File: src/rtl/dispatch_pkg.sv
package dispatch_pkg;
  typedef enum logic {ST_IDLE, ST_SEND} dispState_t;

  typedef struct packed {
    logic load;     // capture request fields into the datapath
    logic advance;  // current message taken, drop its pending bit
  } ctrlStrobes_t;

  localparam logic [2:0] MODE_RSV_LO = 3'd3;
  localparam logic [2:0] MODE_RSV_HI = 3'd6;
endpackage

File: src/rtl/dispatch_datapath.sv
module dispatch_datapath #(
  parameter int DEST_W = 8,
  parameter int VEC_W  = 8
) (
  input  logic                      clk,
  input  logic                      rstN,
  input  dispatch_pkg::ctrlStrobes_t strobes,
  input  logic [VEC_W-1:0]          reqVector,
  input  logic [2:0]                reqMode,
  input  logic                      reqLogical,
  input  logic [DEST_W-1:0]         reqDest,
  output logic                      lastOne,
  output logic [DEST_W-1:0]         msgTarget,
  output logic [VEC_W-1:0]          msgVector,
  output logic [2:0]                msgMode,
  output logic                      msgLogical
);
  localparam int IDX_W = $clog2(DEST_W);

  logic [DEST_W-1:0] destQ;
  logic [DEST_W-1:0] pendQ;
  logic [IDX_W-1:0]  lowIdx;

  always_ff @(posedge clk) begin
    if (!rstN) begin
      destQ      <= '0;
      pendQ      <= '0;
      msgVector  <= '0;
      msgMode    <= '0;
      msgLogical <= 1'b0;
    end else if (strobes.load) begin
      destQ      <= reqDest;
      pendQ      <= reqLogical ? reqDest : DEST_W'(1);
      msgVector  <= reqVector;
      msgMode    <= reqMode;
      msgLogical <= reqLogical;
    end else if (strobes.advance) begin
      pendQ <= pendQ & (pendQ - DEST_W'(1));
    end
  end

  // lowest pending bit wins
  always_comb begin
    lowIdx = '0;
    for (int i = DEST_W - 1; i >= 0; i--) begin
      if (pendQ[i]) lowIdx = IDX_W'(i);
    end
  end

  assign lastOne   = ((pendQ & (pendQ - DEST_W'(1))) == '0);
  assign msgTarget = msgLogical ? {{(DEST_W-IDX_W){1'b0}}, lowIdx} : destQ;
endmodule

File: src/rtl/dispatch_control.sv
module dispatch_control #(
  parameter int NUM_LINES = 24,
  parameter int LINE_W    = 5
) (
  input  logic                       clk,
  input  logic                       rstN,
  input  logic                       reqValid,
  input  logic [LINE_W-1:0]          reqLine,
  input  logic [2:0]                 reqMode,
  input  logic                       reqLogical,
  input  logic                       reqMask,
  input  logic                       destZero,
  input  logic                       lastOne,
  input  logic                       msgReady,
  output logic                       reqReady,
  output logic                       msgValid,
  output logic                       errRange,
  output logic                       errReserved,
  output dispatch_pkg::ctrlStrobes_t strobes
);
  import dispatch_pkg::*;

  localparam logic [LINE_W:0] LINE_LIMIT = (LINE_W+1)'(NUM_LINES);

  dispState_t stateQ, stateD;
  logic accept, badLine, rsvMode, fire, taken;

  assign reqReady = (stateQ == ST_IDLE);
  assign msgValid = (stateQ == ST_SEND);
  assign accept   = reqValid && reqReady;
  assign badLine  = ({1'b0, reqLine} >= LINE_LIMIT);
  assign rsvMode  = (reqMode == MODE_RSV_LO) || (reqMode == MODE_RSV_HI);
  assign fire     = accept && !badLine && !reqMask && !rsvMode && !(reqLogical && destZero);
  assign taken    = msgValid && msgReady;

  assign strobes.load    = fire;
  assign strobes.advance = taken;

  always_comb begin
    stateD = stateQ;
    case (stateQ)
      ST_IDLE: if (fire) stateD = ST_SEND;
      ST_SEND: if (taken && lastOne) stateD = ST_IDLE;
      default: stateD = ST_IDLE;
    endcase
  end

  always_ff @(posedge clk) begin
    if (!rstN) begin
      stateQ      <= ST_IDLE;
      errRange    <= 1'b0;
      errReserved <= 1'b0;
    end else begin
      stateQ      <= stateD;
      errRange    <= accept && badLine;
      errReserved <= accept && !badLine && !reqMask && rsvMode;
    end
  end
endmodule

File: src/rtl/int_dispatch.sv
module int_dispatch #(
  parameter int NUM_LINES = 24,
  parameter int LINE_W    = 5,
  parameter int DEST_W    = 8,
  parameter int VEC_W     = 8
) (
  input  logic              clk,
  input  logic              rstN,
  input  logic              reqValid,
  output logic              reqReady,
  input  logic [LINE_W-1:0] reqLine,
  input  logic [VEC_W-1:0]  reqVector,
  input  logic [2:0]        reqMode,
  input  logic              reqLogical,
  input  logic              reqMask,
  input  logic [DEST_W-1:0] reqDest,
  output logic              msgValid,
  input  logic              msgReady,
  output logic [DEST_W-1:0] msgTarget,
  output logic [VEC_W-1:0]  msgVector,
  output logic [2:0]        msgMode,
  output logic              msgLogical,
  output logic              errRange,
  output logic              errReserved
);
  dispatch_pkg::ctrlStrobes_t strobes;
  logic lastOne;

  dispatch_control #(.NUM_LINES(NUM_LINES), .LINE_W(LINE_W)) u_ctrl (
    .clk(clk), .rstN(rstN), .reqValid(reqValid), .reqLine(reqLine),
    .reqMode(reqMode), .reqLogical(reqLogical), .reqMask(reqMask),
    .destZero(reqDest == '0), .lastOne(lastOne), .msgReady(msgReady),
    .reqReady(reqReady), .msgValid(msgValid), .errRange(errRange),
    .errReserved(errReserved), .strobes(strobes)
  );

  dispatch_datapath #(.DEST_W(DEST_W), .VEC_W(VEC_W)) u_dp (
    .clk(clk), .rstN(rstN), .strobes(strobes), .reqVector(reqVector),
    .reqMode(reqMode), .reqLogical(reqLogical), .reqDest(reqDest),
    .lastOne(lastOne), .msgTarget(msgTarget), .msgVector(msgVector),
    .msgMode(msgMode), .msgLogical(msgLogical)
  );
endmodule

File: config.mk
export PLATFORM = sky130hd
export DESIGN_NAME = int_dispatch
export DESIGN_NICKNAME = d
export VERILOG_FILES = /design/src/rtl/dispatch_pkg.sv /design/src/rtl/dispatch_datapath.sv /design/src/rtl/dispatch_control.sv /design/src/rtl/int_dispatch.sv
export SDC_FILE = /design/constraint.sdc
export NUM_CORES = 1
export LEC_CHECK = 0
export ABC_AREA = 1
export BUFFER_PORTS_ARGS = -buffer_cell sky130_fd_sc_hd__buf_2
export CAP_MARGIN = 10
export CORE_UTILIZATION = 49
export CTS_CLUSTER_DIAMETER = 40
export DETAILED_ROUTE_END_ITERATION = 6
export PLACE_DENSITY = 0.87
export SLEW_MARGIN = 5
export SYNTH_ARGS = -nofsm -noshare
export SYNTH_HDL_FRONTEND = slang
export SYNTH_HIERARCHICAL = 1
export SYNTH_SLANG_ARGS = --single-unit
export TNS_END_PERCENT = 30
File: constraint.sdc
create_clock -name clk -period 1.8 [get_ports clk]
set_input_delay 0.09 -clock clk [delete_from_list [all_inputs] [get_ports clk]]
set_output_delay 0.09 -clock clk [all_outputs]
set_load 0.01 [all_outputs]
**Word level (Yosys, flattened, before mapping)**

Cells that the tools add are included.

- Input bits: 30
- Output and inout bits: 24
- Register bits after elaboration: 31

- Equal/unequal tests: 2
- Magnitude comparators: 1
- Bitwise operators: 2
- Reductions and logical operators: 18
- Add/subtract/negate cells: 1
- Multiplexer cells: 15

Operators with widths:

| operator | number |
|---|---|
| 8-bit 2-to-1 mux | 4 |
| 3-bit 2-to-1 mux | 8 |
| 8-bit zero test | 2 |
| 1-bit logical AND | 10 |
| 8-bit AND | 1 |
| 8-bit by 1-bit subtractor with 8-bit output (second input constant) | 1 |
| 5-bit >= comparator (second input constant) | 1 |
| 1-bit zero test | 4 |
| 3-bit by 2-bit equality test with 1-bit output (second input constant) | 1 |
| 3-bit equality test (second input constant) | 1 |
| 1-bit 2-to-1 mux | 2 |
| 1-bit one-hot mux with 2 select lines | 1 |
| 2-bit nonzero test | 1 |
| 1-bit logical OR | 1 |
| 1-bit inverter | 1 |

**Longest topological paths before layout**

- Depth in word-level cells: 9
- Depth in mapped cells: 13
- Gate-level depth less buffers: 11

**Hierarchy**

Netlist, hierarchy kept.

Modules (own cells, without submodules):

| module | times used | seq. area each (um^2) | cells an instance | area each (um^2) |
|---|---|---|---|---|
| dispatch_datapath | 1 | 560.5 | 194 | 1297.5 |
| dispatch_control | 1 | 60.1 | 28 | 186.4 |
| int_dispatch | 1 | 0.0 | 7 | 26.3 |

**Least setup slack after synthesis**

No wires, ideal clock.

- Kind: register to register
- Start: register u_ctrl.stateQ (netlist: u_ctrl/msgValid)
- End: register u_dp.pendQ[2]
- Library setup time: 121 ps
- Buffers on the path: 2
- Slack: 341 ps
- Stages on the path, launching flop included: 12
- Arrival time: 1337 ps
- Data required time: 1679 ps
- Cell sequence: dfxtp_1 -> inv_2 -> nand3_2 -> nor2_2 -> nand3_2 -> inv_1 -> buf_4 -> nor2_2 -> inv_2 -> buf_6 -> o21ai_0 -> a31oi_1

- Cells in the longest elaborated chain, start to end: 7
- Elaborated cells between the ends (all ways): 9

RTL lines:

| element | line | source |
|---|---|---|
| start: declaration | dispatch_control.sv:25 | `dispState_t stateQ, stateD;` |
| start signal: assignment | dispatch_control.sv:54 | `stateQ <= stateD;` |
| 1-bit inverter (*) | dispatch_control.sv:28 | `assign reqReady = (stateQ == ST_IDLE);` |
| via reqReady | int_dispatch.sv:10 | `output logic reqReady,` |
| 1-bit logical AND (*) | dispatch_control.sv:30 | `assign accept = reqValid && reqReady;` |
| 1-bit logical AND (*) (4 in series) | dispatch_control.sv:33 | `assign fire = accept && !badLine && !reqMask && !rsvMode && !(reqLogical && destZero);` |
| via u_ctrl.fire | dispatch_control.sv:26 | `logic accept, badLine, rsvMode, fire, taken;` |
| 8-bit 2-to-1 mux or 2-bit nonzero test (tied branches) | - |  |
| end signal: assignment | dispatch_datapath.sv:33 | `pendQ <= reqLogical ? reqDest : DEST_W'(1);` |
| end signal: assignment | dispatch_datapath.sv:38 | `pendQ <= pendQ & (pendQ - DEST_W'(1));` |
| end: declaration | dispatch_datapath.sv:21 | `logic [DEST_W-1:0] pendQ;` |

Mark *: on every way through the listed nets, which the timed path passes. The rest lies on a longest branch.
A chain may end at the register's enable or synchronous reset.

**Final worst setup path**

- Start: input port reqLine[3]
- End: register u_ctrl.errRange

- Cells in the longest elaborated chain, start to end: 2

RTL lines:

| element | line | source |
|---|---|---|
| start: declaration | int_dispatch.sv:11 | `input logic [LINE_W-1:0] reqLine,` |
| 5-bit >= comparator | dispatch_control.sv:31 | `assign badLine = ({1'b0, reqLine} >= LINE_LIMIT);` |
| 1-bit logical AND | dispatch_control.sv:55 | `errRange <= accept && badLine;` |
| end signal: assignment | dispatch_control.sv:55 |  |
| end: declaration | dispatch_control.sv:17 | `output logic errRange,` |

Every way passes these cells.

==> run_summary.xml <==
<?xml version="1.0" encoding="UTF-8"?>
<metrics>
  <group name="critical_path">
    <metric name="class_of_the_most_critical_setup_path" unit="">in2reg</metric>
    <metric name="critPathTopFamily" unit="">buffers and inverters</metric>
    <metric name="startpoint_kind_of_the_worst_setup_timing_path" unit="">input port</metric>
    <metric name="cp.arrival" unit="ns">1.95</metric>
    <metric name="critical-path-top-cell-by-count" unit="">dlygate4sd3_1</metric>
    <metric name="crit_buf_inv" unit="">4</metric>
    <metric name="end_kind" unit="">flip-flop</metric>
    <metric name="crit_path_max_fanout" unit="">2</metric>
    <metric name="cp_cell_sequence" unit="">dlygate4sd3_1, buf_2, nand2_1, dlygate4sd3_1, nor2_1, dlygate4sd3_1</metric>
    <metric name="timing.critical_path.slowest_cell_delay" unit="ns">0.55</metric>
    <metric name="cp.required" unit="ns">2.04</metric>
    <metric name="critical_path.slowest_cell" unit="">dlygate4sd3_1</metric>
  </group>
  <group name="cells_and_area">
    <metric name="fillerInstances" unit="">237</metric>
    <metric name="final_net_count" unit="">318</metric>
    <metric name="area_overhead_of_the_layout_relative_to_synthesis" unit="%">27.9</metric>
    <metric name="layout_cell_share_with_drive_strength_beyond_1" unit="%">23.9</metric>
    <metric name="num_antenna_cells" unit="">0</metric>
  </group>
  <group name="cts">
    <metric name="clk_pin_slew" unit="ns">0.10</metric>
    <metric name="cts_made_buffers" unit="">5</metric>
    <metric name="cell_chosen_for_the_clock_root" unit="">clkbuf_4</metric>
    <metric name="cts.hold.buffers_added" unit="">12</metric>
    <metric name="clock_sinks" unit="">31</metric>
    <metric name="ctsLongestPathBuffers" unit="">2</metric>
    <metric name="cts_htree_levels" unit="">2</metric>
    <metric name="post-cts-setup-buffers" unit="">0</metric>
    <metric name="tritoncts_clock_tree" unit="">done</metric>
    <metric name="clk_latency" unit="ns">0.34</metric>
    <metric name="post_cts_resize_count" unit="">0</metric>
  </group>
  <group name="route">
    <metric name="drt_wl_total" unit="mm">3.81</metric>
    <metric name="avgViaCountPerCell" unit="">5.09</metric>
    <metric name="drt_drc" unit="">2</metric>
    <metric name="post_drt_wl_per_cell" unit="um">11.9</metric>
    <metric name="vias" unit="">1629</metric>
    <metric name="drt_iter0_markers" unit="">104</metric>
    <metric name="postRouteAntennaNets" unit="">0</metric>
    <metric name="drt_first_pass_iters" unit="">6</metric>
  </group>
  <group name="yosys">
    <metric name="syn-instance-count" unit="">229</metric>
    <metric name="netlist-cell-type-count" unit="">23</metric>
    <metric name="synthesis.nets" unit="">259</metric>
    <metric name="synth.yosys.seq_area_share" unit="%">41.1</metric>
    <metric name="syn-mean-instance-area" unit="um^2">6.59</metric>
    <metric name="compound_cell_area_share_of_the_yosys_netlist" unit="%">17.1</metric>
    <metric name="synth_area" unit="um^2">1510</metric>
    <metric name="synth_warnings" unit="">6</metric>
    <metric name="yosys.area_share.adder" unit="%">0</metric>
    <metric name="synthMuxAreaShare" unit="%">0</metric>
    <metric name="postSynthRegisterBits" unit="">31</metric>
    <metric name="synth-simple-area-share" unit="%">29.5</metric>
    <metric name="synth_top_family_by_area" unit="">simple AND/OR/NAND/NOR gates</metric>
    <metric name="synth_xor_area_share" unit="%">0</metric>
  </group>
  <group name="timing">
    <metric name="fin_hold_ws" unit="ns">0.00452</metric>
    <metric name="post_route_clock_period_utilization" unit="%">95.0</metric>
    <metric name="period_minus_slack" unit="ns">1.71</metric>
    <metric name="drv_slew" unit="">0</metric>
    <metric name="timing_hold_violations_final" unit="">0</metric>
    <metric name="setup_violating_endpoint_count_in_the_final_report" unit="">0</metric>
    <metric name="timing.max_slew.rel_slack" unit="%">71.0</metric>
    <metric name="fin_worst_skew" unit="ns">0.00445</metric>
    <metric name="rsz0062_at_grt" unit="">false</metric>
    <metric name="setup-tns-final" unit="ns">0</metric>
    <metric name="tightest_slew" unit="ns">0.435</metric>
    <metric name="fmaxAchievable" unit="MHz">585</metric>
  </group>
  <group name="hold_path">
    <metric name="hold_path.class" unit="">in2reg</metric>
  </group>
  <group name="global_route">
    <metric name="grt_antenna_before_repair" unit="">0</metric>
    <metric name="grt_first_pass_wirelength" unit="mm">6.11</metric>
    <metric name="maximum_number_of_pins_on_one_net_before_global_route_repair" unit="">33</metric>
    <metric name="grt_overflow_total" unit="">0</metric>
    <metric name="groute.usage.overall" unit="%">24.2</metric>
    <metric name="grt_pass1_vias" unit="">1493</metric>
  </group>
  <group name="die">
    <metric name="floorplan.initialDensity" unit="%">53.4</metric>
    <metric name="boundaryPins" unit="">54</metric>
    <metric name="fp.dieArea" unit="um^2">3310</metric>
    <metric name="chipWidth" unit="um">57.5</metric>
    <metric name="core_area" unit="um^2">2830</metric>
    <metric name="fp.dieH" unit="um">57.5</metric>
    <metric name="placement_rows" unit="">19</metric>
  </group>
  <group name="power_and_ir_drop">
    <metric name="ir_drop" unit="uV">509</metric>
    <metric name="p_leak" unit="nW">1.01</metric>
    <metric name="power_per_cell_area" unit="nW/um^2">771</metric>
  </group>
  <group name="place">
    <metric name="gpl.final_weighted_congestion" unit="">0.807</metric>
    <metric name="detailedPlacementHpwl" unit="mm">2.34</metric>
    <metric name="io_buffer_count" unit="">50</metric>
  </group>
  <group name="run_status">
    <metric name="outcome" unit="">complete, but fails checks</metric>
    <metric name="failing_checks" unit="">design-rule violations</metric>
  </group>
  <group name="job">
    <metric name="count_of_max_cap_constraint_violations" unit="">0</metric>
  </group>
</metrics>
==> registers in the layout, indices dropped and copies added, names as in the netlist <==
signal,flops
u_ctrl/errRange,1
u_dp/msgLogical,1
u_ctrl/msgValid,1
u_dp/msgVector,8
u_dp/msgMode,3
u_ctrl/errReserved,1
u_dp/destQ,8
u_dp/pendQ,8
==> area by class of cell <==
class | instances | area, um^2 | area share [%]
multi-input cells | 155 | 704 | 36.5
flip-flops and latches | 31 | 621 | 32.1
repair buffers | 64 | 398 | 20.6
inverters | 31 | 116 | 6.02
clock buffers | 6 | 41.3 | 2.14
well taps | 31 | 38.8 | 2.01
clock inverters | 2 | 12.5 | 0.648
==> final timing paths <==
kind / from / to / slack (ns) / cells past startpoint
setup / recovery: reqLine[3] / u_ctrl/errRange$_SDFF_PN0_ / 0.09 / 6
setup reg to reg: u_ctrl/msgValid$_SDFF_PN0_ / u_dp/pendQ[6]$_SDFFE_PN0P_ / 0.33 / 10
hold reg to reg: u_dp/destQ[7]$_SDFFE_PN0P_ / u_dp/destQ[7]$_SDFFE_PN0P_ / 0.46 / 2
hold / removal: reqMode[0] / u_dp/msgMode[0]$_SDFFE_PN0P_ / 0.005 / 3
==> worst min-delay path, stage by stage <==
cell    delay [ns]
buf_2         0.10
nor2_1        0.05
nor2_1        0.08
==> synth_stat cells, drive strengths merged <==
| cell | n | area, um^2 |
|---|---|---|
| a21boi | 2 | 15.0 |
| a21oi | 14 | 73.8 |
| a31oi | 3 | 18.8 |
| buf | 9 | 56.3 |
| clkbuf | 3 | 12.5 |
| dfxtp | 31 | 621 |
| inv | 31 | 116 |
| nand2 | 40 | 153 |
| nand3 | 17 | 95.1 |
| nor2 | 46 | 180 |
| nor3 | 1 | 5.00 |
| nor4 | 1 | 6.26 |
| o21ai | 29 | 145 |
| o22ai | 1 | 6.26 |
| or2 | 1 | 6.26 |
==> through the flow <==
step                      cell area [um^2]  util (%)  setup WS [ns]  power, mW  cells
after global routing                  1930      68.3         0.0842       1.57    320
final                                 1930      68.3         0.0908       1.49    320
after CTS                             1930      68.3          0.129       1.48    320
after floorplan                       1510         -          0.341      0.969    229
after global placement                1760      62.1          0.371       1.06    300
after detailed placement              1760      62.1          0.360       1.07    300
==> layer usage <==
metal / track usage [%] / part of all wire [%] / routed length [um]
met1: 27.3 / 44 / 1680
met2: 42.4 / 48 / 1830
met3: 8.16 / 6.6 / 252
met4: 8.01 / 1.6 / 60
met5: 0 / 0 / 0
==> power breakdown <==
part	total, mW	leakage (nW)	internal [mW]	switching (mW)
combinational	0.321	0.726	0.132	0.188
sequential	0.761	0.253	0.730	0.0310
clock	0.407	0.0282	0.150	0.257
==> cell families (layout without fill, tap and decap cells) <==
kind of cell | count (synthesis) | in the layout
simple gates | 106 | 106
flops | 31 | 31
buf+inv | 43 | 103
compound gates | 49 | 49
==> cells in the final DEF (no fill, tap or decap), drive strengths merged <==
master | Yosys | routed
nor3 | 1 | 1
a21oi | 14 | 14
dlygate4sd3 | 0 | 12
nor2 | 46 | 46
a21boi | 2 | 2
inv | 31 | 31
nand2 | 40 | 40
nand3 | 17 | 17
buf | 9 | 52
nor4 | 1 | 1
clkbuf | 3 | 6
o22ai | 1 | 1
dfxtp | 31 | 31
o21ai | 29 | 29
clkinvlp | 0 | 1
or2 | 1 | 1
clkinv | 0 | 1
a31oi | 3 | 3
Power figures use the tool's default switching activity.
